`config.mk`:
```
export PLATFORM = sky130hd
export DESIGN_NAME = fxw_booth_mul
export DESIGN_NICKNAME = d
export VERILOG_FILES = /design/src/rtl/fxw_pkg.sv /design/src/rtl/fxw_booth_enc.sv /design/src/rtl/fxw_pp_row.sv /design/src/rtl/fxw_bias.sv /design/src/rtl/fxw_kept_sum.sv /design/src/rtl/fxw_booth_mul.sv
export SDC_FILE = /design/constraint.sdc
export NUM_CORES = 1
export LEC_CHECK = 0
export BUFFER_PORTS_ARGS = -buffer_cell sky130_fd_sc_hd__buf_4
export CORE_ASPECT_RATIO = 0.8
export CORE_MARGIN = 4
export CORE_UTILIZATION = 45
export DETAILED_ROUTE_END_ITERATION = 10
export SLEW_MARGIN = 20
export SYNTH_ARGS = -nofsm -noshare
export SYNTH_HDL_FRONTEND = slang
export SYNTH_HIERARCHICAL = 1
export SYNTH_SLANG_ARGS = --single-unit
```
`constraint.sdc`:
```
create_clock -name vclk -period 11.52
set_input_delay 2.304 -clock vclk [all_inputs]
set_output_delay 2.304 -clock vclk [all_outputs]
set_load 0.005 [all_outputs]
```
`src/rtl/fxw_pkg.sv`:
```
package fxw_pkg;

  // Radix-4 digit controls for one partial-product row.
  typedef struct packed {
    logic neg;   // digit is negative: invert field, +1 at row LSB
    logic two;   // magnitude 2: shifted multiplicand
    logic one;   // magnitude 1: plain multiplicand
  } bsel_t;

  // Folded sign constant: each row's sign bit s at column w+2i is
  // replaced by ~s, which is off by +2^(w+2i); subtract all of them.
  function automatic logic [63:0] sign_gen_const(input int w);
    logic [63:0] acc;
    acc = '0;
    for (int i = 0; i < w / 2; i++) begin
      acc = acc + (64'd1 << (w + 2 * i));
    end
    return (~acc) + 64'd1;
  endfunction

endpackage

```
`src/rtl/fxw_booth_enc.sv`:
```
module fxw_booth_enc
  import fxw_pkg::*;
#(
  parameter int WIDTH = 8
) (
  input  logic [WIDTH-1:0]         mplr,
  output bsel_t [WIDTH/2-1:0]      sel
);

  localparam int NROW = WIDTH / 2;

  // Multiplier with the implicit zero below its LSB.
  logic [WIDTH:0] mx;
  assign mx = {mplr, 1'b0};

  always_comb begin
    for (int r = 0; r < NROW; r++) begin
      logic [2:0] trip;
      trip       = mx[2*r +: 3];
      sel[r].one = trip[1] ^ trip[0];
      sel[r].two = (trip == 3'b011) || (trip == 3'b100);
      sel[r].neg = trip[2] & ~(trip[1] & trip[0]);
    end
  end

endmodule

```
`src/rtl/fxw_pp_row.sv`:
```
module fxw_pp_row
  import fxw_pkg::*;
#(
  parameter int WIDTH = 8
) (
  input  logic [WIDTH-1:0] mcnd,
  input  bsel_t            sel,
  output logic [WIDTH:0]   bits
);

  logic [WIDTH:0] mag;

  always_comb begin
    if (sel.two) begin
      mag = {mcnd, 1'b0};
    end else if (sel.one) begin
      mag = {mcnd[WIDTH-1], mcnd};
    end else begin
      mag = '0;
    end
    bits = mag ^ {(WIDTH+1){sel.neg}};
  end

endmodule

```
`src/rtl/fxw_bias.sv`:
```
module fxw_bias #(
  parameter int NROW = 4,
  parameter int CW   = $clog2(NROW + 1) + 1
) (
  input  logic [NROW-1:0]        guard,
  output logic signed [CW-1:0]   bias
);

  logic [CW-1:0] ones;
  logic          all_set;

  always_comb begin
    ones = '0;
    for (int k = 0; k < NROW; k++) begin
      ones = ones + CW'(guard[k]);
    end
  end

  assign all_set = &guard;

  // t-1 below the threshold; at t = NROW the -1 is cancelled.
  assign bias = $signed(ones - CW'(1) + CW'(all_set));

endmodule

```
`src/rtl/fxw_kept_sum.sv`:
```
module fxw_kept_sum
  import fxw_pkg::*;
#(
  parameter int WIDTH = 8
) (
  input  logic [WIDTH/2-1:0][WIDTH:0] rows,
  output logic [WIDTH-1:0]            kept_hi
);

  localparam int NROW = WIDTH / 2;
  localparam int PW   = 2 * WIDTH;
  localparam logic [63:0] SGC_FULL = sign_gen_const(WIDTH);
  localparam logic [PW-1:0] SGC    = SGC_FULL[PW-1:0];
  localparam logic [PW-1:0] KEEP   = {{WIDTH{1'b1}}, {WIDTH{1'b0}}};

  logic [PW-1:0] acc;
  logic [PW-1:0] term;

  always_comb begin
    acc  = SGC;
    term = '0;
    for (int r = 0; r < NROW; r++) begin
      term = PW'({~rows[r][WIDTH], rows[r][WIDTH-1:0]}) << (2 * r);
      acc  = acc + (term & KEEP);
    end
  end

  assign kept_hi = acc[PW-1:WIDTH];

endmodule

```
`src/rtl/fxw_booth_mul.sv`:
```
module fxw_booth_mul
  import fxw_pkg::*;
#(
  parameter int WIDTH = 8   // even, at least 4
) (
  input  logic signed [WIDTH-1:0] op_a,
  input  logic signed [WIDTH-1:0] op_b,
  output logic signed [WIDTH-1:0] prod_hi
);

  localparam int NROW = WIDTH / 2;
  localparam int CW   = $clog2(NROW + 1) + 1;

  bsel_t [NROW-1:0]           sel;
  logic  [NROW-1:0][WIDTH:0]  rows;
  logic  [NROW-1:0]           guard;
  logic  signed [CW-1:0]      bias;
  logic  [WIDTH-1:0]          kept_hi;

  fxw_booth_enc #(.WIDTH(WIDTH)) u_enc (
    .mplr (op_b),
    .sel  (sel)
  );

  for (genvar g = 0; g < NROW; g++) begin : g_row
    fxw_pp_row #(.WIDTH(WIDTH)) u_row (
      .mcnd (op_a),
      .sel  (sel[g]),
      .bits (rows[g])
    );
    // Bit of this row that lands in product column WIDTH-1.
    assign guard[g] = rows[g][WIDTH-1-2*g];
  end

  fxw_bias #(.NROW(NROW), .CW(CW)) u_bias (
    .guard (guard),
    .bias  (bias)
  );

  fxw_kept_sum #(.WIDTH(WIDTH)) u_sum (
    .rows    (rows),
    .kept_hi (kept_hi)
  );

  assign prod_hi = $signed(kept_hi + {{(WIDTH-CW){bias[CW-1]}}, bias});

endmodule

```
==> results of run 1 <==
[power by group through the flow]
| stage | clock network [uW] | logic [uW] | registers (uW) |
|---|---|---|---|
| final | 0 | 560 | 0 |
| after global placement | 0 | 555 | 0 |
| after global routing | 0 | 631 | 0 |
| after CTS | 0 | 564 | 0 |
| after detailed placement | 0 | 559 | 0 |
| after floorplan | 0 | 387 | 0 |
[layer usage]
layer | vias up | share of wire (%)
met5 | - | 0
met2 | 22 | 40
li1 | 935 | -
met4 | 0 | 0
met1 | 812 | 58
met3 | 0 | 2.3
[layout by cell type, fill, tap and decap left out, types with 3 or more instances in the layout]
cell type and n:
ha_1 38, inv_1 36, buf_4 24, a21oi_1 23
nand3b_1 17, and3_1 16, and4b_1 16, a211oi_2 16
xnor2_1 9, nor2b_1 7, fa_1 7, o21ai_0 4
nor2_1 4, o21ai_1 4, a211oi_1 3, o211ai_1 3
xor2_1 3, mux2_4 3
[area by class of cell]
class | count | area, um2
fillers | 486 | 2360
repair buffers | 24 | 180
inverters | 36 | 135
multi-input cells | 198 | 1820
well taps | 60 | 75.1
[stage by stage]
| stage | setup slack (ns) | hold WS [ns] | instances | util (%) | power [uW] |
|---|---|---|---|---|---|
| 2_1_floorplan | 3.00 | 5.03 | 259 | - | 387 |
| 3_3_place_gp | 2.13 | 5.22 | 318 | 48.2 | 555 |
| 3_5_place_dp | 2.13 | 5.19 | 318 | 48.2 | 559 |
| 4_1_cts | 2.11 | 5.19 | 318 | 48.2 | 564 |
| 5_1_grt | 1.89 | 5.23 | 318 | 48.3 | 631 |
| 6_report | 2.34 | 5.18 | 318 | 48.3 | 560 |
[path summary, 6_finish.rpt]
path | from | end | slack (ns) | cells past startpoint
max | op_b[3] | prod_hi[7] | 2.34 | 19
min | op_b[1] | prod_hi[0] | 5.18 | 6
==> run summary, run 1 <==
Post-route ant nets = 0
Sw power = 274 uW
WL/cell = 12.7 um
Max incr delay on CP = 0.63 ns
Met3 global-route usage = 0.356%
Cell Int Power = 286 uW
Slew Limit Fails = 0
Post-CTS Hold Buffers = 0
Max cap viols = 0
M1 GR Usage = 23.4%
Layout cells sized above 1 = 17.8%
Via density = 5.56
Initial DRC Count = 88
Placed Area = 0.00220 mm2
Period utilization = 79.6%
Static Leak = 0.00112 uW
Req. time, crit path = 9.22 ns
Register area = 0 um2
Die H = 69.3 um
Clk_buf instances = 0
Crit path cell chain = buf_4 -> ha_1 -> nor2b_1 -> a21oi_1 -> a211oi_2 -> inv_1 -> ha_1 -> inv_1 -> fa_1 -> ha_1 -> ha_1 -> fa_1 -> a211oi_1 -> nor4b_1 -> a2111oi_1 -> xor2_1 -> o211ai_1 -> o2bb2ai_1 -> buf_4
GP Congestion = 0.712
Drt total wl = 4.05 mm
Post-DP HPWL = 3.29 mm
Count of final hold-check violations = 0
Setup TNS Final = 0 ns
Layout area overhead = 4.38%
Avg Inst Size Synth = 8.16 um2
FFs & Latches = 0
Yosys Warn Count = 6
RSZ-0062 raised after global routing = no
Die W = 84.6 um
First-pass GRT wire length = 7.09 mm
Mapped Area = 0.00211 mm2
Number of diodes = 0
HP Class = in -> out
# DRC = 0
Crit path max fanout = 16
Core area = 0.00457 mm2
Largest net degree at the start of global routing = 30
IO buf count = 24
Vias in the first global route = 1,488
Worst vdd ir = 206 uV
Pre-antenna DRT Iters = 4
Worst Path Buf+Inv = 4
Most common cell on crit path = ha_1
Sequential power share = 0%
Via count = 1,769
Cells after synthesis = 259
Design area = 0.00221 mm2
Switching portion of total power = 49.0%
Headroom to the max-slew limit = 46.7%
Cell Pwr Density = 254 mW/mm2
CP max stage cell = nor2b_1
Row Count = 22
Delay-heaviest family, CP = adder cells
Arrival time at the worst endpoint = 6.87 ns
Nets = 321
Setup Viol. Count Final = 0
Total global routing overflow = 0
Post-CTS Resized = 0
Clock power frac = 0%
Initial antenna violation count = 0
Outcome = finished, final reports clean
Global Route Usage Sum = 13.5%
Worst-Margin Slew = 0.798 ns
Fmax = 0.109 GHz
Comb power frac = 100.0%
GRT busiest layer = met1
Die ar. = 0.00587 mm2
Global routing usage on met2 = 18.9%
Initial Util = 46.3%
Syn_nets = 320
Post-CTS Setup Inserts = 0
Tmin final = 9.18 ns
Setup crit end kind = output pin
Setup CP Type = in -> out
CP Launch Type = primary input
I/O pins = 24
Power figures use the tool's default switching activity.
==> run 2: changes to the inputs <==
Clock period 11.52 ns to 9.4 ns, I/O delays scaled along.
==> run 2 against run 1 <==
Die area is the same; global-route usage shrank 0.83 points; sequential cell count unchanged; count of clock-buffer cells in the layout stayed put; total power is 21% higher; final area increased by 0.23%; sequential share of layout area is the same; core utilization grew 0.11 points; worst setup slack got worse by 1.3 ns; via count fell by 0.73%.
==> run summary, run 2 (same netlist as run 1, synthesis figures left out) <==
Outcome = finished, final reports clean
Layout area overhead = 4.62%
Number of diodes = 0 (unchanged)
Count of final hold-check violations = 0 (unchanged)
GP Congestion = 0.787 (+11%)
Setup crit end kind = output pin
CP Launch Type = primary input
Core area = 0.00457 mm2 (unchanged)
Post-CTS Setup Inserts = 0 (unchanged)
Row Count = 22 (unchanged)
Layout cells sized above 1 = 17.8% (-0.069 points)
WL/cell = 12.4 um (-3.0%)
Commonest non-fill, non-tap cell in the layout = ha_1
Clk_buf instances = 0 (unchanged)
Worst vdd ir = 286 uV (+39%)
Arrival time at the worst endpoint = 6.52 ns (-0.35 ns)
Initial DRC Count = 92 (+4.5%)
Initial antenna violation count = 0 (unchanged)
Static Leak = 0.00112 uW (+0.35%)
# DRC = 0 (unchanged)
Global Route Usage Sum = 12.6% (-0.83 points)
Setup TNS Final = 0 ns (unchanged)
Placed Cells = 319 (+0.31%)
Worst Hold Slack = 4.35 ns (-0.830 ns)
Final std cells w/o fill = 319 (+0.31%)
Slew Limit Fails = 0 (unchanged)
Tmin final = 8.40 ns
Nets = 322 (+0.31%)
Via count = 1,756 (-0.73%)
Total global routing overflow = 0 (unchanged)
HP Class = in -> out
IO buf count = 24 (unchanged)
Post-route ant nets = 0 (unchanged)
RSZ-0062 raised after global routing = no
Util after Layout = 48.4% (+0.11 points)
Register area = 0 um2 (unchanged)
Fmax = 0.119 GHz
Fillers = 478 (-1.6%)
Post-CTS Hold Buffers = 0 (unchanged)
Cell Pwr Density = 307 mW/mm2 (+21%)
Worst-Margin Slew = 0.834 ns (+0.0364 ns)
Headroom to the max-slew limit = 44.3% (-2.4 points)
Post-CTS Resized = 0 (unchanged)
Initial Util = 46.3% (unchanged)
Via density = 5.50 (-1.0%)
Die ar. = 0.00587 mm2 (unchanged)
Largest net degree at the start of global routing = 30 (unchanged)
Post-DP HPWL = 3.19 mm (-3.1%)
Max cap viols = 0 (unchanged)
Req. time, crit path = 7.52 ns (-1.70 ns)
Vias in the first global route = 1,443 (-3.0%)
Period utilization = 89.3%
Die W = 84.6 um (unchanged)
Setup CP Type = in -> out
FFs & Latches = 0 (unchanged)
Most frequent cells in the layout = ha_1 (38), inv_1 (36), buf_4 (25), a21oi_1 (23), nand3b_1 (17)
I/O pins = 24 (unchanged)
Setup Viol. Count Final = 0 (unchanged)
Crit path max fanout = 16 (unchanged)
Drt total wl = 3.95 mm (-2.7%)
First-pass GRT wire length = 6.63 mm (-6.4%)
Die H = 69.3 um (unchanged)
Pre-antenna DRT Iters = 4 (unchanged)
==> run 2: worst max-delay path: stages <==
cell and delay, ns:
buf_4 0.13, ha_1 0.20, nor2b_1 0.65, a21oi_1 0.11
a211oi_2 0.25, inv_1 0.06, ha_1 0.27, inv_1 0.05
fa_1 0.45, ha_1 0.30, ha_1 0.24, fa_1 0.44
a211oi_1 0.35, nor4b_1 0.10, a2111oi_1 0.40, xor2_1 0.23
o211ai_1 0.11, o2bb2ai_1 0.16, buf_4 0.13
==> run 2: worst paths after layout <==
check	from	end	slack [ns]	depth (start not counted)
setup / recovery	op_b[3]	prod_hi[7]	1.00	19
hold / removal	op_b[1]	prod_hi[0]	4.35	6
==> run 2: through the flow <==
step	instance area, um2	setup WS [ns]	total power [uW]
global route	2210	0.508	766
global placement	2210	1.02	680
finish	2210	1.00	678
CTS	2210	0.959	686
floorplan	2110	1.73	474
detailed placement	2210	0.974	678
==> run 2: layout make-up <==
class              count  area, um2  area share (%)
multi-input cells    198       1810            82.0
repair buffers        25        188            8.48
inverters             36        135            6.11
well taps             60       75.1            3.39
==> run 2: layer usage <==
metal / global-route usage [%] / up-vias / share of wire, %
li1: - / 945 / -
met1: 22.0 / 786 / 57
met2: 17.6 / 25 / 39
met3: 0.356 / 0 / 3.6
met4: 0 / 0 / 0
met5: 0 / - / 0
==> run 2: power by group <==
| group | internal, uW | leakage, uW | switching (uW) |
|---|---|---|---|
| logic | 349 | 0.00112 | 330 |
| clock network | 0 | 0 | 0 |
| registers | 0 | 0 | 0 |
